[src/rtl/usb_ls_rx_pkg.sv]
// Shared types for the low-speed receiver.
// Line states are coded as {D+, D-}, so bit 0 is always the D- level.
package usb_ls_rx_pkg;

    typedef enum logic [1:0] {
        LS_SE0 = 2'b00,
        LS_J   = 2'b01,
        LS_K   = 2'b10,
        LS_SE1 = 2'b11
    } line_t;

    typedef enum logic [1:0] {
        ST_WAIT_J,
        ST_HUNT,
        ST_CHECK,
        ST_RECV
    } rx_st_t;

endpackage

[src/rtl/usb_ls_rx_sync.sv]
// Multi-stage synchronizer for asynchronous inputs.
// Assumes each bit is independent; the reset value is all zeros.
module usb_ls_rx_sync #(
    parameter int WIDTH  = 2,
    parameter int STAGES = 2
) (
    input  logic             clk,
    input  logic             rst_n,
    input  logic [WIDTH-1:0] d,
    output logic [WIDTH-1:0] q
);
    logic [WIDTH-1:0] stage_q [STAGES];

    // Shift the raw inputs through the flop chain.
    always_ff @(posedge clk) begin
        if (!rst_n) begin
            for (int i = 0; i < STAGES; i++) stage_q[i] <= '0;
        end else begin
            stage_q[0] <= d;
            for (int i = 1; i < STAGES; i++) stage_q[i] <= stage_q[i-1];
        end
    end

    assign q = stage_q[STAGES-1];
endmodule

[src/rtl/usb_ls_rx_front.sv]
// Bit-timing front end.
// Waits for D- high, then hunts for a falling edge of D- with a timeout.
// It confirms the closing double-K of sync by sampling 1.5 bit times after
// the edge. Once in receive, it issues one sample strobe per bit.
// Assumes OVS samples per bit. A strobe that carries SE0, or an abort from
// the deserializer, returns it to waiting.
module usb_ls_rx_front
    import usb_ls_rx_pkg::*;
#(
    parameter int OVS       = 8,
    parameter int HUNT_BITS = 8
) (
    input  logic  clk,
    input  logic  rst_n,
    input  line_t ls,
    input  logic  abort,
    output logic  start,
    output logic  smp_stb,
    output line_t smp_ls
);
    localparam int PH_W     = $clog2(2*OVS + 1);
    localparam int HUNT_LIM = OVS * HUNT_BITS;
    localparam int HT_W     = $clog2(HUNT_LIM + 1);
    localparam logic [PH_W-1:0] CHK_AT  = PH_W'(OVS + OVS/2);
    localparam logic [PH_W-1:0] BIT_AT  = PH_W'(OVS);
    localparam logic [HT_W-1:0] HUNT_END = HT_W'(HUNT_LIM - 1);

    rx_st_t          st;
    logic [PH_W-1:0] ph;
    logic [HT_W-1:0] hunt;

    // State machine: idle wait, edge hunt, sync check, per-bit sampling.
    always_ff @(posedge clk) begin
        if (!rst_n) begin
            st      <= ST_WAIT_J;
            ph      <= '0;
            hunt    <= '0;
            start   <= 1'b0;
            smp_stb <= 1'b0;
            smp_ls  <= LS_SE0;
        end else begin
            start   <= 1'b0;
            smp_stb <= 1'b0;
            case (st)
                ST_WAIT_J: begin
                    if (ls[0]) begin
                        st   <= ST_HUNT;
                        hunt <= '0;
                    end
                end
                ST_HUNT: begin
                    if (!ls[0]) begin
                        st <= ST_CHECK;
                        ph <= PH_W'(1);
                    end else if (hunt == HUNT_END) begin
                        st <= ST_WAIT_J;
                    end else begin
                        hunt <= hunt + 1'b1;
                    end
                end
                ST_CHECK: begin
                    if (ph == CHK_AT) begin
                        if (ls == LS_K) begin
                            st    <= ST_RECV;
                            ph    <= PH_W'(1);
                            start <= 1'b1;
                        end else begin
                            st   <= ST_HUNT;
                            hunt <= '0;
                        end
                    end else begin
                        ph <= ph + 1'b1;
                    end
                end
                default: begin
                    if (abort) begin
                        st <= ST_WAIT_J;
                    end else if (ph == BIT_AT) begin
                        ph      <= PH_W'(1);
                        smp_stb <= 1'b1;
                        smp_ls  <= ls;
                        if (ls == LS_SE0) st <= ST_WAIT_J;
                    end else begin
                        ph <= ph + 1'b1;
                    end
                end
            endcase
        end
    end

    // receive is entered only from the check state with K on the line
    assert_recv_entry_R2: assert property (@(posedge clk) disable iff (!rst_n)
        (st == ST_RECV && $past(st) != ST_RECV) |-> ($past(st) == ST_CHECK && $past(ls) == LS_K));

    // the hunt counter never runs past its window
    assert_hunt_window_R7: assert property (@(posedge clk) disable iff (!rst_n)
        (st == ST_HUNT) |-> (hunt <= HUNT_END));

    // sample strobes are isolated pulses
    assert_strobe_pulse_R3: assert property (@(posedge clk) disable iff (!rst_n)
        smp_stb |=> !smp_stb);
endmodule

[src/rtl/usb_ls_rx_deser.sv]
// NRZI decoder, bit unstuffer and byte assembler.
// Assumes 'start' comes one bit time before the first data sample, with
// the line in K. It counts whole bytes, ends on an SE0 sample and aborts
// when the byte count would exceed BUF_BYTES.
module usb_ls_rx_deser
    import usb_ls_rx_pkg::*;
#(
    parameter int BUF_BYTES = 11,
    parameter int CNT_W     = $clog2(BUF_BYTES + 1)
) (
    input  logic             clk,
    input  logic             rst_n,
    input  logic             start,
    input  logic             smp_stb,
    input  line_t            smp_ls,
    output logic             byte_vld,
    output logic [7:0]       byte_data,
    output logic [CNT_W-1:0] byte_idx,
    output logic             pkt_done,
    output logic [CNT_W-1:0] pkt_len,
    output logic             ovf_pulse
);
    localparam logic [CNT_W-1:0] CNT_MAX = CNT_W'(BUF_BYTES);
    localparam logic [2:0]       RUN_MAX = 3'd6;

    logic             prev_dm;
    logic [2:0]       ones;
    logic [2:0]       nbit;
    logic [7:0]       shreg;
    logic [CNT_W-1:0] count;

    logic       bit_now;
    logic       stuffed;
    logic [7:0] next_byte;

    // Decode of the current sample against the previous level.
    always_comb begin
        bit_now   = (smp_ls[0] == prev_dm);
        stuffed   = (ones == RUN_MAX);
        next_byte = {bit_now, shreg[7:1]};
    end

    // Per-bit datapath: drop stuffed bits, assemble bytes, count, end or abort.
    always_ff @(posedge clk) begin
        if (!rst_n) begin
            prev_dm   <= 1'b0;
            ones      <= '0;
            nbit      <= '0;
            shreg     <= '0;
            count     <= '0;
            byte_vld  <= 1'b0;
            byte_data <= '0;
            byte_idx  <= '0;
            pkt_done  <= 1'b0;
            pkt_len   <= '0;
            ovf_pulse <= 1'b0;
        end else begin
            byte_vld  <= 1'b0;
            pkt_done  <= 1'b0;
            ovf_pulse <= 1'b0;
            if (start) begin
                prev_dm <= 1'b0;
                ones    <= 3'd1;
                nbit    <= '0;
                count   <= '0;
            end else if (smp_stb) begin
                if (smp_ls == LS_SE0) begin
                    pkt_done <= 1'b1;
                    pkt_len  <= count;
                end else begin
                    prev_dm <= smp_ls[0];
                    if (stuffed) begin
                        ones <= '0;
                    end else begin
                        ones  <= bit_now ? ones + 3'd1 : 3'd0;
                        shreg <= next_byte;
                        nbit  <= nbit + 3'd1;
                        if (nbit == 3'd7) begin
                            if (count == CNT_MAX) begin
                                ovf_pulse <= 1'b1;
                            end else begin
                                byte_vld  <= 1'b1;
                                byte_data <= next_byte;
                                byte_idx  <= count;
                                count     <= count + 1'b1;
                            end
                        end
                    end
                end
            end
        end
    end

    // the run of ones never exceeds the stuffing limit
    assert_run_limit_R4: assert property (@(posedge clk) disable iff (!rst_n)
        ones <= RUN_MAX);

    // presented indices stay inside the buffer
    assert_index_bound_R8: assert property (@(posedge clk) disable iff (!rst_n)
        byte_vld |-> (byte_idx < CNT_MAX));

    // the three result pulses are exclusive
    assert_pulse_excl_R9: assert property (@(posedge clk) disable iff (!rst_n)
        $onehot0({byte_vld, pkt_done, ovf_pulse}));

    // after an overflow there is no byte or done in the next cycle
    assert_no_overflow_R6: assert property (@(posedge clk) disable iff (!rst_n)
        ovf_pulse |=> (!byte_vld && !pkt_done));

    // the reported length never exceeds the buffer
    assert_len_bound_R5: assert property (@(posedge clk) disable iff (!rst_n)
        pkt_done |-> (pkt_len <= CNT_MAX));
endmodule

[src/rtl/usb_ls_rx.sv]
// Top of the low-speed packet receiver.
// Connects the synchronizer, the bit-timing front end and the deserializer.
// Assumes clk runs at OVS times the line bit rate.
module usb_ls_rx
    import usb_ls_rx_pkg::*;
#(
    parameter int OVS         = 8,
    parameter int HUNT_BITS   = 8,
    parameter int SYNC_STAGES = 2,
    parameter int BUF_BYTES   = 11,
    parameter int CNT_W       = $clog2(BUF_BYTES + 1)
) (
    input  logic             clk,
    input  logic             rst_n,
    input  logic             usb_dp,
    input  logic             usb_dm,
    output logic             rx_valid,
    output logic [7:0]       rx_data,
    output logic [CNT_W-1:0] rx_index,
    output logic             rx_done,
    output logic [CNT_W-1:0] rx_len,
    output logic             rx_overflow
);
    logic [1:0] line_q;
    line_t      line_s;
    logic       start;
    logic       smp_stb;
    line_t      smp_ls;

    usb_ls_rx_sync #(.WIDTH(2), .STAGES(SYNC_STAGES)) u_sync (
        .clk   (clk),
        .rst_n (rst_n),
        .d     ({usb_dp, usb_dm}),
        .q     (line_q)
    );

    assign line_s = line_t'(line_q);

    usb_ls_rx_front #(.OVS(OVS), .HUNT_BITS(HUNT_BITS)) u_front (
        .clk     (clk),
        .rst_n   (rst_n),
        .ls      (line_s),
        .abort   (rx_overflow),
        .start   (start),
        .smp_stb (smp_stb),
        .smp_ls  (smp_ls)
    );

    usb_ls_rx_deser #(.BUF_BYTES(BUF_BYTES), .CNT_W(CNT_W)) u_deser (
        .clk       (clk),
        .rst_n     (rst_n),
        .start     (start),
        .smp_stb   (smp_stb),
        .smp_ls    (smp_ls),
        .byte_vld  (rx_valid),
        .byte_data (rx_data),
        .byte_idx  (rx_index),
        .pkt_done  (rx_done),
        .pkt_len   (rx_len),
        .ovf_pulse (rx_overflow)
    );

    // done is a single-cycle pulse
    assert_done_pulse_R5: assert property (@(posedge clk) disable iff (!rst_n)
        rx_done |=> !rx_done);
endmodule

[config.mk]
export PLATFORM = sky130hd
export DESIGN_NAME = usb_ls_rx
export DESIGN_NICKNAME = d
export VERILOG_FILES = /design/src/rtl/usb_ls_rx_pkg.sv /design/src/rtl/usb_ls_rx_sync.sv /design/src/rtl/usb_ls_rx_front.sv /design/src/rtl/usb_ls_rx_deser.sv /design/src/rtl/usb_ls_rx.sv
export SDC_FILE = /design/constraint.sdc
export NUM_CORES = 1
export LEC_CHECK = 0
export ABC_AREA = 1
export BUFFER_PORTS_ARGS = -buffer_cell sky130_fd_sc_hd__buf_2
export CORE_ASPECT_RATIO = 0.7
export CORE_MARGIN = 1.5
export CORE_UTILIZATION = 58
export CTS_BUF_LIST = sky130_fd_sc_hd__clkbuf_16
export CTS_CLUSTER_DIAMETER = 120
export DETAILED_ROUTE_END_ITERATION = 12
export PLACE_DENSITY = 0.78
export SYNTH_ARGS = -nofsm -noshare
export SYNTH_HDL_FRONTEND = slang
export SYNTH_SLANG_ARGS = --single-unit
[constraint.sdc]
create_clock -name clk -period 2.1 [get_ports clk]
set_clock_uncertainty 0.1 [all_clocks]
set_input_delay 0.42 -clock clk [delete_from_list [all_inputs] [get_ports clk]]
set_output_delay 0.42 -clock clk [all_outputs]
set_load 0.02 [all_outputs]
==> results of run 1 <==
==> power by group through the flow <==
stage | logic [W] | registers [W] | clock network, W
final | 0.000868 | 0.00125 | 0.00152
after global routing | 0.000990 | 0.00126 | 0.00160
after CTS | 0.000865 | 0.00125 | 0.00153
after detailed placement | 0.000846 | 0.00127 | 0
after global placement | 0.000831 | 0.00127 | 0
after floorplan | 0.000709 | 0.00125 | 0
==> registers in the layout (all words and copies together), names as in the netlist <==
name / cells
u_deser.byte_data: 8
u_front.smp_ls: 2
u_front.smp_stb: 1
u_deser.ones: 3
u_front.st: 2
u_deser.prev_dm: 1
u_deser.byte_idx: 4
u_sync.stage_q: 4
u_deser.nbit: 3
u_deser.pkt_done: 1
u_deser.ovf_pulse: 1
u_deser.pkt_len: 4
u_deser.shreg: 7
u_front.start: 1
u_front.ph: 5
u_deser.count: 4
u_front.hunt: 7
u_deser.byte_vld: 1
==> metal layers <==
layer  vias up  part of all wire [%]
met3        10                   4.7
li1       1263                     -
met5         -                     0
met4         0                   1.3
met1      1083                    53
met2        55                    41
==> cells in the final DEF, fill, tap and decap left out, types with 2 or more instances in the layout <==
cell type / netlist / routed
buf_4: 2 / 2
a21oi_1: 31 / 31
ha_1: 13 / 13
o21ai_0: 27 / 27
dfxtp_1: 59 / 59
nand3_1: 21 / 21
clkinv_2: 1 / 4
or2_2: 2 / 2
xor2_1: 3 / 3
nor3_1: 4 / 4
bufinv_16: 0 / 2
nor2_4: 2 / 2
nand4_1: 3 / 3
inv_2: 9 / 9
nor2_2: 2 / 2
clkbuf_16: 0 / 9
clkinv_1: 1 / 3
nor2_1: 58 / 58
nand3_2: 4 / 4
nand2_1: 73 / 73
nand2_2: 6 / 6
inv_1: 34 / 34
buf_2: 2 / 22
nand2_4: 4 / 4
a21oi_2: 3 / 3
==> cell usage after synthesis, drive strengths merged <==
library cell	instances	area [um^2]
inv	44	168
nand2	83	357
xnor2	1	8.76
a21boi	1	18.8
clkbuf	3	12.5
a21oi	34	181
buf	4	25.0
nand3	26	163
ha	13	163
nand4	4	40.0
nor2	63	273
o21bai	1	7.51
o21ai	29	149
nor4	1	6.26
dfxtp	59	1180
clkinv	2	8.75
xor2	3	26.3
or2	2	12.5
nor3	4	20.0
==> through the flow <==
stage / power [W] / worst slack [ns] / util [%]
finish: 0.00363 / 0.252 / 69.5
global route: 0.00385 / 0.0614 / 69.5
CTS: 0.00365 / 0.238 / 69.5
detailed placement: 0.00212 / 0.317 / 63.0
global placement: 0.00210 / 0.351 / 63.0
floorplan: 0.00196 / 0.563 / -
==> cell families (layout without fill, tap and decap cells) <==
| logic type | count (synthesis) | in the layout | synth area share [%] |
|---|---|---|---|
| buffers and inverters | 53 | 86 | 7.59 |
| adders and majority gates | 13 | 13 | 5.77 |
| AOI/OAI and AO/OA | 65 | 65 | 12.6 |
| and+or+nand+nor | 183 | 183 | 30.9 |
| xor gates and xnor gates | 4 | 4 | 1.24 |
| DFF | 59 | 59 | 41.9 |
==> layout make-up <==
cell class / count / share of cell area (%)
clock inverters: 7 / 2.51
flip-flops and latches: 59 / 35.9
well taps: 57 / 2.17
inverters: 46 / 5.37
repair buffers: 24 / 3.81
multi-input cells: 265 / 43.4
clock buffers: 9 / 6.85
==> critical path, cell delays in order (launching register included) <==
cell and delay, ns:
dfxtp_1 0.35, inv_1 0.07, ha_1 0.19, nand2_1 0.07, inv_2 0.07, nor2_8 0.16
nand3_2 0.23, inv_2 0.26, o21ai_0 0.12, a21oi_1 0.15
==> worst max path at each step <==
stage                           end  slack, ns  depth (start not counted)
4_1_cts        u_deser.byte_data[7]       0.24                          9
2_1_floorplan         u_front.st[0]       0.56                         11
3_5_place_dp    u_deser.byte_idx[3]       0.32                          9
3_3_place_gp   u_deser.byte_data[7]       0.35                          8
5_1_grt        u_deser.byte_data[7]       0.06                          8
6_report       u_deser.byte_data[7]       0.25                          9
==> impl_metrics.yaml, run 1 <==
global_route:
  grt_pass1_wl_mm: 9.68
  antenna_found_initial: 0
  grt_usage_pct: 24.4
  gr-usage-met2_pct: 35.6
  busiest_layer: "met2"
  grt_util_met1_pct: 34.4
  met3_usage_pct: 8.31
  grt_pass1_vias: 2058
  grt-ovfl-total: 0
  grt_max_degree: 31
synth:
  yosysSeqAreaShare_pct: 41.9
  synth_nets: 394
  yosys_warnings: 0
  syn_inst: 377
  syn-cell-area_mm2: 0.00282
  synthDistinctLibCells: 35
  synth-seq-cells: 59
  avgSynthCellArea_um2: 7.48
sta:
  fin_crit_sh_pct: 88.0
  fmax_ghz: 0.541
  drv_slew: 0
  rsz0062_at_grt: "false"
  whs_ns: 0.174
  maxSlewHeadroom_pct: 70.9
  setup_tns_ns: 0
  setup_viol: 0
  finalCriticalPeriod_ns: 1.85
  tightest_slew_ns: 0.437
  hold_viol: 0
critical_path:
  critPathKind: "flip-flop to flip-flop"
  r2r-start: "u_deser.ones[0]"
  worst_ep_arrival_time_ns: 2.00
  endpoint_kind: "flip-flop"
  worst-r2r-cell-count: 9
  regToRegEndpoint: "u_deser.byte_data[7]"
  cp-startpoint: "u_deser.ones[0]"
  startpoint_type: "flip-flop"
  cp.required_ns: 2.25
  r2r_setup_slack_ns: 0.25
  crit_path_max_fanout: 14
run_status:
  status: "finished clean"
routing:
  vias_per_cell: 5.16
  avgRoutedWirePerCell_um: 12.5
  vias: 2411
  first_pass_iters: 4
  antenna_left: 0
  route.detailed.drc: 0
  first_iter_violations: 145
  wl_mm: 5.83
die:
  fp.dieArea_mm2: 0.00530
  die_h_um: 61.3
  io_pins: 23
  start_util_pct: 59.6
  fp-row-count: 21
  core_mm2: 0.00473
  die_x_um: 86.3
clock_network:
  clk_latency_ns: 0.32
  post_cts_buffers: 0
  clkTransAtPathRegs_ns: 0.05
  cts_sinks: 59
  cts_buffer_depth: 2
  cts_tree: "yes"
  postCtsHoldBufs: 0
  ctsResizeCount: 0
  htreeDepth: 3
  cts_made_buffers: 9
  cts.root.buffer_cell: "clkbuf_16"
min_path:
  min_path_type: "input pin to flip-flop"
  worstHoldStart: "usb_dm"
  hold_depth: 3
  whs_endpoint: "u_sync.stage_q[0][0]"
final_layout:
  final_area_mm2: 0.00329
  final_nets: 422
  seqCellArea_mm2: 0.00118
  multiInputGateArea_mm2: 0.00143
  nFillCells: 385
  drive_above_1_share_pct: 18.8
  fin_cells: 467
  antennaDiodeCount: 0
  layout-area-overhead-vs-synth_pct: 16.5
placement:
  numPortBuffers: 22
  placed_cells: 451
  gp_congestion: 0.973
  placed_cell_area_mm2: 0.00298
  place_hpwl_mm: 4.10
power_and_ir_drop:
  power_density_mw_per_mm2: 1110
  swShare_pct: 31.1
  switchingPower_w: 0.00113
  p_comb_share_pct: 23.9
  p_leak_nw: 1.48
  pwr-share-seq_pct: 34.4
  p_int_w: 0.00251
  vdd_drop_max_mv: 0.873
  clkPwrFrac_pct: 41.7
run:
  max-cap-violations: 0
Note: power is estimated with default switching activity, not from simulation.
==> run 2: changes to the inputs <==
Settings changed: SLEW_MARGIN set to 5, SYNTH_HIERARCHICAL set to 1.
Clock period 2.1 ns to 2.2 ns, I/O delays scaled along.
==> run 2 against run 1 <==
  * Clock power is 20% lower
  * Sequential power down 9%
  * Cell count is 5.1% higher
  * Clock-buffer cell count is the same
  * Worst setup slack improved by 0.11 ns
  * First-iteration DRC count increased by 28%
  * Combinational power decreased by 19%
  * Die area grew 2.3%
  * Fmax rose by 0.61%
  * Utilization down 0.82 points
  * Sequential share of layout area is essentially flat
  * Power fell by 16%
==> impl_metrics.yaml, run 2 <==
die:
  core_mm2: 0.00478
  fp.dieArea_mm2: 0.00542
  fp-row-count: 21
  die_x_um: 87.3
  die_h_um: 62.0
  io_pins: 23
  start_util_pct: 60.4
sta:
  setup_tns_ns: 0
  drv_slew: 0
  hold_viol: 0
  finalCriticalPeriod_ns: 1.84
  fin_crit_sh_pct: 83.5
  whs_ns: 0.199
  setup_viol: 0
  maxSlewHeadroom_pct: 72.1
  fmax_ghz: 0.545
  rsz0062_at_grt: "false"
  setup_ws_ns: 0.364
  tightest_slew_ns: 0.416
power_and_ir_drop:
  vdd_drop_max_mv: 0.548
  finalPower_w: 0.00306
  p_leak_nw: 1.49
  power_density_mw_per_mm2: 931
synth:
  syn-cell-area_mm2: 0.00289
  yosys-top-cells-area: "dfxtp_1 (41%), nand2_1 (12%), a21oi_1 (6.9%)"
  synth_nets: 408
  synth-seq-cells: 59
  avgSynthCellArea_um2: 7.36
  yosys_warnings: 6
  synth_edf_count: 0
  synth_top_area_share_pct: 40.9
  syn_inst: 392
  async_reset_ff_share_pct: 0
  yosysSeqAreaShare_pct: 40.9
  synthFlopType: "dfxtp_1"
  synth_area_leader_cell: "dfxtp_1"
  synthDistinctLibCells: 30
  synth.most_common_cell: "nand2_1"
  synthTopCellsByCount: "nand2_1 (91), dfxtp_1 (59), inv_1 (43), nor2_1 (42), a21oi_1 (40)"
placement:
  place_hpwl_mm: 4.26
  numPortBuffers: 22
  placed_cells: 475
  preCtsSetupSlack_ns: 0.432
  gp_congestion: 0.869
global_route:
  grt_pass1_vias: 2150
  grt_util_met1_pct: 33.7
  gr-usage-met2_pct: 34.7
  grt-ovfl-total: 0
  grt_pass1_wl_mm: 9.72
  antenna_found_initial: 0
  grt_max_degree: 18
  met3_usage_pct: 8.72
  grt_usage_pct: 24.2
  busiest_layer: "met2"
clock_network:
  htreeDepth: 3
  cts.root.buffer_cell: "clkbuf_16"
  cts_tree: "yes"
  cts_buffer_depth: 2
  cts_made_buffers: 9
  clk_latency_ns: 0.32
  ctsResizeCount: 0
  postCtsHoldBufs: 0
  post_cts_buffers: 0
  clkTransAtPathRegs_ns: 0.05
  cts_sinks: 59
final_layout:
  antennaDiodeCount: 0
  top_regs: "u_deser/byte_data x8, u_deser/shreg x7, u_front/hunt x7"
  multiInputGateArea_mm2: 0.00143
  drive_above_1_share_pct: 16.6
  nFillCells: 419
  seqCellArea_mm2: 0.00118
  layout-area-overhead-vs-synth_pct: 13.8
  fin_cells: 491
  final_nets: 433
  layout_common_cells: "nand2_1 (91), dfxtp_1 (59), inv_1 (45)"
  largest_reg_flops: 8
  largest_register: "u_deser/byte_data"
  layout_commonest_cell: "nand2_1"
routing:
  antenna_left: 0
  vias: 2550
  route.detailed.drc: 0
  wl_mm: 6.11
  avgRoutedWirePerCell_um: 12.4
  first_iter_violations: 186
  vias_per_cell: 5.19
  first_pass_iters: 5
min_path:
  min_path_type: "input pin to flip-flop"
critical_path:
  endpoint_kind: "flip-flop"
  crit_path_max_fanout: 17
  cp.required_ns: 2.35
  critPathKind: "flip-flop to flip-flop"
  startpoint_type: "flip-flop"
  worst_ep_arrival_time_ns: 1.98
run_status:
  status: "finished clean"
run:
  max-cap-violations: 0
==> run 2: cell types whose count changed after synthesis, moves of 9 or more <==
cell and delta:
a21oi_1 +9, nor2_1 -16, inv_1 +9, o21ai_0 -18
nand4_1 +10, nand2_1 +18, nand3_1 +9
==> run 2: where the power goes <==
group | switching (W) | leakage [nW] | total (W) | internal (W)
logic | 0.000473 | 0.880 | 0.000702 | 0.000229
clock network | 0.000469 | 0.134 | 0.00121 | 0.000744
registers | 0.0000339 | 0.477 | 0.00114 | 0.00111
total | 0.000976 | 1.49 | 0.00306 | 0.00208
==> run 2: critical path, stage by stage, from the launching register on <==
cell and delay [ns]:
dfxtp_1 0.45, ha_1 0.28, nand3_2 0.33, nand3_1 0.35
nand2_1 0.08, a21oi_1 0.16
==> run 2: cell families after synthesis <==
| kind of cell | count (synthesis) | share of synthesized area, % |
|---|---|---|
| AO/OA/AOI/OAI | 53 | 9.41 |
| XOR/XNOR | 4 | 1.21 |
| adder cells (fa/ha/maj) | 12 | 5.20 |
| buffers and inverters | 61 | 9.54 |
| flip-flops | 59 | 40.9 |
| AND/OR/NAND/NOR | 203 | 33.7 |
==> run 2: stage by stage <==
| stage | utilization, % | instance area, um^2 |
|---|---|---|
| CTS | 68.7 | 3280 |
| floorplan | - | 2890 |
| detailed placement | 63.2 | 3020 |
| finish | 68.7 | 3280 |
| global placement | 63.2 | 3020 |
| global route | 68.7 | 3280 |
==> run 2: per-layer routing <==
| layer | up-vias | routed length, um |
|---|---|---|
| met1 | 1144 | 3120 |
| li1 | 1305 | - |
| met3 | 12 | 386 |
| met5 | - | 0 |
| met2 | 89 | 2510 |
| met4 | 0 | 88 |
==> run 2: layout make-up <==
class	instances	share of cell area (%)
clock buffer	9	6.86
sequential	59	36.0
timing repair buffer	26	4.27
inverter	49	5.60
clock inverter	7	1.14
tap	69	2.63
multi-input combinational	272	43.5
==> run 2: final timing paths <==
check,startpoint,end,slack (ns),cells past startpoint
max reg2reg,u_deser/count[1],u_deser/count[0],0.36,5
min reg2reg,u_sync/stage_q[0][0],u_sync/stage_q[0][2],0.31,2
min,usb_dm,u_sync/stage_q[0][0],0.20,3
max,u_deser/count[1],u_deser/count[0],0.36,5
